### config.mk
export PLATFORM = sky130hd
export DESIGN_NAME = dual_core_idle_ctrl
export DESIGN_NICKNAME = d
export VERILOG_FILES = /design/src/rtl/idle_ctrl_pkg.sv /design/src/rtl/core_idle_fsm.sv /design/src/rtl/pkg_idle_fsm.sv /design/src/rtl/snoop_gate.sv /design/src/rtl/dual_core_idle_ctrl.sv
export SDC_FILE = /design/constraint.sdc
export NUM_CORES = 1
export LEC_CHECK = 0
export BUFFER_PORTS_ARGS = -buffer_cell sky130_fd_sc_hd__buf_2
export CAP_MARGIN = 5
export CORE_UTILIZATION = 40
export CTS_CLUSTER_SIZE = 25
export DETAILED_ROUTE_END_ITERATION = 12
export MAX_ROUTING_LAYER = met4
export PLACE_DENSITY_LB_ADDON = 0.25
export SLEW_MARGIN = 25
export SYNTH_ARGS = -nofsm -noshare
export SYNTH_HDL_FRONTEND = slang
export SYNTH_SLANG_ARGS = --single-unit
export TNS_END_PERCENT = 50
### constraint.sdc
create_clock -name clk -period 3.1 [get_ports clk]
set_clock_uncertainty 0.1 [all_clocks]
set_input_delay 0.31 -clock clk [delete_from_list [all_inputs] [get_ports clk]]
set_output_delay 0.31 -clock clk [all_outputs]
set_load 0.03 [all_outputs]
### src/rtl/idle_ctrl_pkg.sv
package idle_ctrl_pkg;

    localparam int CORE_ST_W = 2;
    localparam int PKG_ST_W  = 3;

    typedef enum logic [CORE_ST_W-1:0] {
        C_RUN       = 2'd0,
        C_HALT      = 2'd1,
        C_STOPGRANT = 2'd2
    } core_st_e;

    typedef enum logic [PKG_ST_W-1:0] {
        P_NORMAL      = 3'd0,
        P_HALT        = 3'd1,
        P_ENTER_RATIO = 3'd2,
        P_ENTER_VID   = 3'd3,
        P_EXT_HALT    = 3'd4,
        P_EXIT_VID    = 3'd5,
        P_EXIT_RATIO  = 3'd6
    } pkg_st_e;

endpackage

### src/rtl/core_idle_fsm.sv
module core_idle_fsm
    import idle_ctrl_pkg::*;
(
    input  logic     clk,
    input  logic     rst_n,
    input  logic     halt_req,
    input  logic     wake_evt,
    input  logic     smi_evt,
    input  logic     smi_done,
    input  logic     smi_ret_halt,
    input  logic     stop_clk_req,
    input  logic     pkg_allow,
    output core_st_e state_o,
    output logic     wake_pend_o
);

    core_st_e state_q, state_d;
    logic     pend_q, pend_d;
    logic     smi_act_q, smi_act_d;

    // next-state decision
    always_comb begin
        state_d = state_q;
        unique case (state_q)
            C_RUN: begin
                if (!wake_evt && smi_done && smi_act_q && smi_ret_halt)
                    state_d = C_HALT;
                else if (!wake_evt && halt_req)
                    state_d = C_HALT;
            end
            C_HALT: begin
                if (stop_clk_req)
                    state_d = C_STOPGRANT;
                else if (pend_q && pkg_allow)
                    state_d = C_RUN;
            end
            C_STOPGRANT: begin
                if (!stop_clk_req)
                    state_d = C_HALT;
            end
            default: state_d = C_RUN;
        endcase
    end

    // wake is remembered until the core actually resumes
    always_comb begin
        pend_d = (state_q != C_RUN) && (state_d != C_RUN) && (pend_q || wake_evt);
    end

    // outstanding management interrupt bookkeeping for the return path
    always_comb begin
        smi_act_d = smi_act_q;
        if (smi_evt)
            smi_act_d = 1'b1;
        else if (smi_done)
            smi_act_d = 1'b0;
    end

    always_ff @(posedge clk or negedge rst_n) begin
        if (!rst_n) begin
            state_q   <= C_RUN;
            pend_q    <= 1'b0;
            smi_act_q <= 1'b0;
        end else begin
            state_q   <= state_d;
            pend_q    <= pend_d;
            smi_act_q <= smi_act_d;
        end
    end

    always_comb begin
        state_o     = state_q;
        wake_pend_o = pend_q;
    end

    // stop-grant never resumes execution directly
    assert_stopgrant_to_halt_R4: assert property (@(posedge clk) disable iff (!rst_n)
        (state_q == C_STOPGRANT) |=> (state_q != C_RUN));

    // a core only resumes while the package sits at the high operating point
    assert_resume_when_settled_R9: assert property (@(posedge clk) disable iff (!rst_n)
        (state_q != C_RUN) ##1 (state_q == C_RUN) |-> $past(pkg_allow));

    // a handler return with nothing outstanding leaves a running core alone
    assert_stray_return_ignored_R11: assert property (@(posedge clk) disable iff (!rst_n)
        (state_q == C_RUN && smi_done && !smi_act_q && !halt_req) |=> (state_q == C_RUN));

endmodule

### src/rtl/pkg_idle_fsm.sv
module pkg_idle_fsm
    import idle_ctrl_pkg::*;
(
    input  logic    clk,
    input  logic    rst_n,
    input  logic    all_halt,
    input  logic    none_run,
    input  logic    wake_any,
    input  logic    deep_en,
    input  logic    ratio_ack,
    input  logic    vid_ack,
    output pkg_st_e state_o,
    output logic    ratio_low_req,
    output logic    vid_low_req,
    output logic    allow_o
);

    pkg_st_e state_q, state_d;

    always_comb begin
        state_d = state_q;
        unique case (state_q)
            P_NORMAL, P_HALT: begin
                if (all_halt && deep_en && !wake_any)
                    state_d = P_ENTER_RATIO;
                else if (none_run)
                    state_d = P_HALT;
                else
                    state_d = P_NORMAL;
            end
            P_ENTER_RATIO: begin
                if (wake_any)
                    state_d = P_EXIT_RATIO;
                else if (ratio_ack)
                    state_d = P_ENTER_VID;
            end
            P_ENTER_VID: begin
                if (wake_any)
                    state_d = P_EXIT_VID;
                else if (vid_ack)
                    state_d = P_EXT_HALT;
            end
            P_EXT_HALT: begin
                if (wake_any)
                    state_d = P_EXIT_VID;
            end
            P_EXIT_VID: begin
                if (!vid_ack)
                    state_d = P_EXIT_RATIO;
            end
            P_EXIT_RATIO: begin
                if (!ratio_ack)
                    state_d = P_HALT;
            end
            default: state_d = P_NORMAL;
        endcase
    end

    always_ff @(posedge clk or negedge rst_n) begin
        if (!rst_n)
            state_q <= P_NORMAL;
        else
            state_q <= state_d;
    end

    // output decode from the state register
    always_comb begin
        ratio_low_req = 1'b0;
        vid_low_req   = 1'b0;
        allow_o       = 1'b0;
        unique case (state_q)
            P_NORMAL, P_HALT: allow_o = 1'b1;
            P_ENTER_RATIO:    ratio_low_req = 1'b1;
            P_ENTER_VID, P_EXT_HALT: begin
                ratio_low_req = 1'b1;
                vid_low_req   = 1'b1;
            end
            P_EXIT_VID:       ratio_low_req = 1'b1;
            P_EXIT_RATIO:     ratio_low_req = 1'b0;
            default:          allow_o = 1'b0;
        endcase
        state_o = state_q;
    end

    assert_vid_after_ratio_R8: assert property (@(posedge clk) disable iff (!rst_n)
        $rose(vid_low_req) |-> $past(ratio_ack));

    assert_ratio_after_vid_R9: assert property (@(posedge clk) disable iff (!rst_n)
        $fell(ratio_low_req) |-> (!vid_low_req && !$past(vid_ack)));

    assert_entry_gated_R7: assert property (@(posedge clk) disable iff (!rst_n)
        $rose(ratio_low_req) |-> ($past(deep_en) && $past(all_halt) && !$past(wake_any)));

endmodule

### src/rtl/snoop_gate.sv
module snoop_gate
    import idle_ctrl_pkg::*;
(
    input  logic    clk,
    input  logic    rst_n,
    input  logic    snoop_req,
    input  pkg_st_e pkg_state,
    output logic    snoop_gnt
);

    logic settled;

    always_comb begin
        settled = (pkg_state == P_NORMAL) || (pkg_state == P_HALT) || (pkg_state == P_EXT_HALT);
    end

    always_ff @(posedge clk or negedge rst_n) begin
        if (!rst_n)
            snoop_gnt <= 1'b0;
        else
            snoop_gnt <= snoop_req && settled;
    end

    assert_gnt_needs_req_R5: assert property (@(posedge clk) disable iff (!rst_n)
        snoop_gnt |-> $past(snoop_req));

endmodule

### src/rtl/dual_core_idle_ctrl.sv
module dual_core_idle_ctrl
    import idle_ctrl_pkg::*;
#(
    parameter int NCORES = 2
) (
    input  logic                          clk,
    input  logic                          rst_n,
    input  logic [NCORES-1:0]             halt_req,
    input  logic                          deep_en,
    input  logic [NCORES-1:0]             smi_evt,
    input  logic [NCORES-1:0]             binit_evt,
    input  logic [NCORES-1:0]             init_evt,
    input  logic [NCORES-1:0]             nmi_evt,
    input  logic [NCORES-1:0]             intr_evt,
    input  logic [NCORES-1:0]             bus_int_evt,
    input  logic [NCORES-1:0]             smi_done,
    input  logic [NCORES-1:0]             smi_ret_halt,
    input  logic                          stop_clk_req,
    input  logic                          snoop_req,
    input  logic                          ratio_ack,
    input  logic                          vid_ack,
    output logic [NCORES-1:0]             core_running,
    output logic [CORE_ST_W*NCORES-1:0]   core_state,
    output logic [PKG_ST_W-1:0]           pkg_state,
    output logic                          ratio_low_req,
    output logic                          vid_low_req,
    output logic                          snoop_gnt
);

    core_st_e          cst [NCORES];
    logic [NCORES-1:0] pend;
    logic [NCORES-1:0] run_v;
    logic [NCORES-1:0] halt_v;
    logic [NCORES-1:0] wake_v;
    pkg_st_e           pst;
    logic              allow;

    for (genvar g = 0; g < NCORES; g++) begin : g_core
        assign wake_v[g] = smi_evt[g] | binit_evt[g] | init_evt[g]
                         | nmi_evt[g] | intr_evt[g] | bus_int_evt[g];

        core_idle_fsm u_core (
            .clk          (clk),
            .rst_n        (rst_n),
            .halt_req     (halt_req[g]),
            .wake_evt     (wake_v[g]),
            .smi_evt      (smi_evt[g]),
            .smi_done     (smi_done[g]),
            .smi_ret_halt (smi_ret_halt[g]),
            .stop_clk_req (stop_clk_req),
            .pkg_allow    (allow),
            .state_o      (cst[g]),
            .wake_pend_o  (pend[g])
        );

        assign run_v[g]  = (cst[g] == C_RUN);
        assign halt_v[g] = (cst[g] == C_HALT);
        assign core_state[CORE_ST_W*g +: CORE_ST_W] = cst[g];
    end

    pkg_idle_fsm u_pkg (
        .clk           (clk),
        .rst_n         (rst_n),
        .all_halt      (&halt_v),
        .none_run      (~|run_v),
        .wake_any      (|pend),
        .deep_en       (deep_en),
        .ratio_ack     (ratio_ack),
        .vid_ack       (vid_ack),
        .state_o       (pst),
        .ratio_low_req (ratio_low_req),
        .vid_low_req   (vid_low_req),
        .allow_o       (allow)
    );

    snoop_gate u_snoop (
        .clk       (clk),
        .rst_n     (rst_n),
        .snoop_req (snoop_req),
        .pkg_state (pst),
        .snoop_gnt (snoop_gnt)
    );

    assign core_running = run_v;
    assign pkg_state    = pst;

    // no core executes while the package is away from its settled high point
    assert_no_run_off_settled_R9: assert property (@(posedge clk) disable iff (!rst_n)
        !allow |-> (run_v == '0));

endmodule

Yosys cells after proc, flatten, opt, wreduce, memory -nomap -nowiden

Index checks and enable logic that the tools add are counted.
Widths: inputs -> output; s select.

Register bits after elaboration: 12
Latch bits: 0
Bits in writable memories: 0
Memory bits (read-only): 0
Memories kept: 0

$add $sub $neg: 0
Multiply operators: 0
Divide/modulo/power cells: 0
Magnitude comparators: 0
Eq/ne operators: 15
Shift operators: 0
Mux-type cells: 29
Bitwise operators: 10
Reductions and logical operators: 40

Operator list:

| operator           | number |
|---|---|
| $mux 3             | 8 |
| $mux 2             | 10 |
| $pmux 3 s6         | 1 |
| $logic_and 1x1->1  | 17 |
| $pmux 2 s3         | 2 |
| $reduce_bool 2->1  | 6 |
| $or 1x1->1         | 10 |
| $eq 3x3->1 const B | 3 |
| $mux 1             | 8 |
| $reduce_or 2->1    | 4 |
| $eq 3x2->1 const B | 2 |
| $ne 3x2->1 const B | 2 |
| $reduce_and 5->1   | 1 |
| $eq 2x1->1 const B | 2 |
| $eq 2x2->1 const B | 2 |
| $logic_not 2->1    | 2 |
| $logic_or 1x1->1   | 4 |
| $ne 2x2->1 const B | 2 |
| $reduce_or 4->1    | 1 |
| $eq 3x1->1 const B | 1 |
| $logic_not 1->1    | 3 |
| $logic_not 3->1    | 1 |
| $ne 2x1->1 const B | 1 |
| $reduce_and 2->1   | 1 |

Logic depth before layout (Yosys ltp)

Depth after elaboration: 14
Depth in mapped cells: 5

Cells and area by module

Synthesis repeated with hierarchy kept, for this count alone.

Cell total of the unflattened synthesis: 84
Area total of the unflattened synthesis: 773.2 um^2

By module, submodules not included:

| module              | times used | cells each | area an instance (um^2) |
|---|---|---|---|
| core_idle_fsm       | 2          | 18         | 187.7 |
| pkg_idle_fsm        | 1          | 34         | 299.0 |
| dual_core_idle_ctrl | 1          | 11         | 57.6 |
| snoop_gate          | 1          | 3          | 41.3 |

Least setup slack after synthesis

Ideal clock, no wire load.

Path type: reg2reg
From: register g_core[0].u_core.state_q[0]
To: register u_pkg.state_q[0] (netlist: u_pkg.state_o[0])
Setup time: 122 ps
Data arrival time: 1578 ps
Slack: 1300 ps
Stages on the path, launching flop included: 5
Buffers on the path: 0
Cell sequence: dfrtp_1 -> nor2_1 -> or4_4 -> o221ai_2 -> a32o_1

RTL lines:

| what                   | line                      | source |
|---|---|---|
| from (decl)            | core_idle_fsm.sv:17       | `core_st_e state_q, state_d;` |
| from (signal assigned) | core_idle_fsm.sv:65       | `state_q <= state_d;` |
| $logic_not 2->1        | dual_core_idle_ctrl.sv:56 | `assign run_v[g] = (cst[g] == C_RUN);` |
| via core_running[0]    | dual_core_idle_ctrl.sv:22 | `output logic [NCORES-1:0] core_running,` |
| $reduce_or 2->1        | dual_core_idle_ctrl.sv:65 | `.none_run (~\|run_v),` |
| $mux 1                 | pkg_idle_fsm.sv:26        | `else if (none_run)` |
| $mux 3                 | pkg_idle_fsm.sv:24        | `if (all_halt && deep_en && !wake_any)` |
| $pmux 3 s6             | pkg_idle_fsm.sv:22        | `unique case (state_q)` |
| to (signal assigned)   | pkg_idle_fsm.sv:63        | `state_q <= state_d;` |
| to (decl)              | pkg_idle_fsm.sv:18        | `pkg_st_e state_q, state_d;` |

The timed path passes the listed nets, and every way through them passes these cells.
A chain may end at the register's enable or synchronous reset.

Worst setup path in the final report

From: register u_pkg.state_q[2] (netlist: u_pkg.state_o[2])
To: output vid_low_req

Cells in the longest elaborated chain, start to end: 3

Ends and longest elaborated chain:

| what                                     | line                      | source |
|---|---|---|
| $eq 3x2->1 or $eq 3x3->1 (tied branches) | pkg_idle_fsm.sv:71        | `unique case (state_q)` |
| $reduce_or 2->1 (*)                      | pkg_idle_fsm.sv:71        |  |
| $mux 1 (*)                               | pkg_idle_fsm.sv:71        |  |
| to (decl)                                | dual_core_idle_ctrl.sv:26 | `output logic vid_low_req,` |

Every way passes the cells marked *; elsewhere a longest branch is shown, timed or not.

==> out/metrics.yaml <==
grt:
  overflow: 0
  grt_max_degree: 18
  antenna_found_initial: 0
  grt_pass1_wl_um: 3040
  first_global_vias: 701
  grt_usage_pct: 21.0
yosys:
  synth_nets: 114
  netlist_area_um2: 795
  yosysSeqAreaShare_pct: 37.8
  yosys_warnings: 0
  avgSynthCellArea_um2: 8.93
  synth_cells: 89
  yosysUniqueCellTypes: 34
  ys_ff_latch: 12
finish:
  antenna_cells: 0
  multi_input_comb_area_um2: 460
  drive_gt1_share_pct: 37.8
  area_delta_synth_final_pct: 29.6
  final_common_cell: "buf_2"
  layout.area.seq_um2: 300
  fin_nets: 153
  n_fill_cell: 179
  most-common-layout-cells: "36 x buf_2, 12 x dfrtp_1, 10 x nand2_1"
worst_setup_path:
  worst-setup-path-type: "flip-flop to primary output"
  rr_worst_depth: 4
  worstSetupStartpointType: "flip-flop"
  required_ns: 2.69
  r2r-start: "u_pkg.state_o[2]$_DFFE_PN0P_"
  crit_start: "u_pkg.state_o[2]$_DFFE_PN0P_"
  critical_path.max_fanout: 17
  cp-end-kind: "primary output"
  reg2reg_slack_ns: 1.34
  r2r-end: "u_pkg.state_o[1]$_DFFE_PN0P_"
  worstSetupEndpoint: "vid_low_req"
  worstPathArrival_ns: 1.54
place:
  io_buffers: 36
  dpl.hpwl_um: 1470
  place_congestion: 0.921
  pre_cts_ws_ns: 1.36
cts:
  clk-insertion-delay-late_ns: 0.27
  postCtsSetupBuffers: 0
  clock-sinks: 12
  cts_tree: "built"
  h-tree-depth: 1
  clockBufferDepth: 2
  cts-root-buf: "clkbuf_4"
  clk_pin_slew_ns: 0.08
  cts_made_buffers: 3
pwr:
  p_per_area_nw_per_um2: 841
  p_leak_nw: 0.523
  ir_drop_mv: 0.390
floorplan:
  die_y_um: 46.6
  core_area_um2: 1800
  die_w_um: 46.6
  die_area_um2: 2170
  ios: 37
  rows: 15
  initial_utilization_pct: 44.1
timing:
  setup_slack_ns: 1.15
  fmax_ghz: 0.514
  period_share_pct: 62.8
  drv_slew: 0
  rsz0062_at_grt: "no"
  maxSlewHeadroom_pct: 67.5
  fin_setup_tns_ns: 0
  worst_pin_slew_ns: 0.487
  hold_viol: 0
  post-route-min-period_ns: 1.95
  finalSetupViolCount: 0
route:
  viasPerCell: 5.53
  post_drt_wl_per_cell_um: 12.6
  drcViolationCount: 0
  final_antenna_net_count: 0
  drtPass1Iterations: 4
  vias: 840
  drtIter0Drc: 8
  wirelength_um: 1920
run:
  cap_violations: 0
hold_path:
  holdCritPathClass: "input pin to flip-flop"
run_status:
  status: "finished clean"
[cell type report]
cell class / count / area share [%]
sequential: 12 / 29.2
inverter: 3 / 1.09
tap: 25 / 3.04
multi-input combinational: 71 / 44.7
timing repair buffer: 37 / 18.5
clock buffer: 4 / 3.52
[routing by layer]
metal / GRT usage [%] / vias to the layer above / part of all wire (%)
li1: - / 413 / -
met1: 27.1 / 395 / 47
met2: 32.2 / 30 / 47
met3: 2.35 / 2 / 5.4
met4: 10.6 / 0 / 1.1
met5: - / - / 0
[cell usage after synthesis]
master	number	share of area, %
or3b_1	1	1.1
nor2_2	1	0.79
nand3b_1	1	0.95
o31ai_1	1	0.95
a21o_1	4	3.8
nor3_1	1	0.63
dfrtp_1	12	38
or4_4	1	1.4
and4_1	1	1.1
nor4_1	3	2.4
o21a_1	2	1.9
nor2_1	6	2.8
nor2b_1	3	2.4
or2_2	1	0.79
o22ai_1	4	3.1
a41oi_1	1	1.1
inv_1	3	1.4
o221ai_2	1	1.9
o21ba_2	1	1.3
a31oi_1	2	1.6
buf_4	3	2.8
o311ai_0	1	1.1
and2b_1	1	0.95
a211o_1	1	1.1
a32o_1	1	1.3
o311ai_2	1	2.0
and2b_2	2	2.2
o21ai_0	6	3.8
a21oi_1	6	3.8
mux2i_1	2	2.5
nand2_1	10	4.7
and3_1	3	2.4
nand2b_1	1	0.79
a2111o_1	1	1.4
[critical path: stages, from the launching register on]
cell and delay, ns:
dfrtp_1 0.55, nand2b_1 0.33, mux2i_1 0.18, buf_2 0.21
[per-stage QoR]
stage | cells | power, mW | instance area [um2] | util, % | hold WS [ns]
floorplan | 89 | 0.636 | 795 | - | -0.0856
global placement | 147 | 0.727 | 983 | 54.6 | 0.106
detailed placement | 147 | 0.740 | 983 | 54.6 | 0.107
CTS | 152 | 0.873 | 1030 | 57.2 | 0.125
global route | 152 | 0.936 | 1030 | 57.2 | 0.137
finish | 152 | 0.866 | 1030 | 57.2 | 0.129
[logic make-up after synthesis]
kind of cell	count (synthesis)	synth area share (%)
and+or+nand+nor	36	25.4
AOI/OAI and AO/OA	33	30.1
DFF	12	37.8
buffers and inverters	6	4.25
muxes	2	2.52
[state kept, by name (all words and copies together), names as in the netlist]
name,flops
u_pkg.state_o,3
g_core.u_core.state_o,4
u_snoop.snoop_gnt,1
g_core.u_core.smi_act_q,2
g_core.u_core.wake_pend_o,2
[where the power goes]
part / leakage, nW / total, mW / switching, mW / internal, mW
Sequential: 0.154 / 0.290 / 0.0950 / 0.195
Clock: 0.0210 / 0.127 / 0.0560 / 0.0714
Combinational: 0.348 / 0.449 / 0.265 / 0.184
[worst min path at each step]
stage	start	end	slack, ns	depth (start not counted)
3_3_place_gp	rst_n	g_core[0].u_core.smi_act_q$_DFFE_PN0P_	0.11	1
5_1_grt	smi_evt[1]	g_core[1].u_core.smi_act_q$_DFFE_PN0P_	0.14	2
3_5_place_dp	rst_n	g_core[0].u_core.smi_act_q$_DFFE_PN0P_	0.11	1
4_1_cts	smi_evt[1]	g_core[1].u_core.smi_act_q$_DFFE_PN0P_	0.13	2
6_report	smi_evt[1]	g_core[1].u_core.smi_act_q$_DFFE_PN0P_	0.13	2
2_1_floorplan	rst_n	g_core[0].u_core.smi_act_q$_DFFE_PN0P_	-0.09	0
[what timing repair did]
action,CTS,global route
hold endpoints to repair,12,0
gates resized for setup,0,0
hold buffers,1,0
No activity file was read; power rests on OpenSTA's default activity.
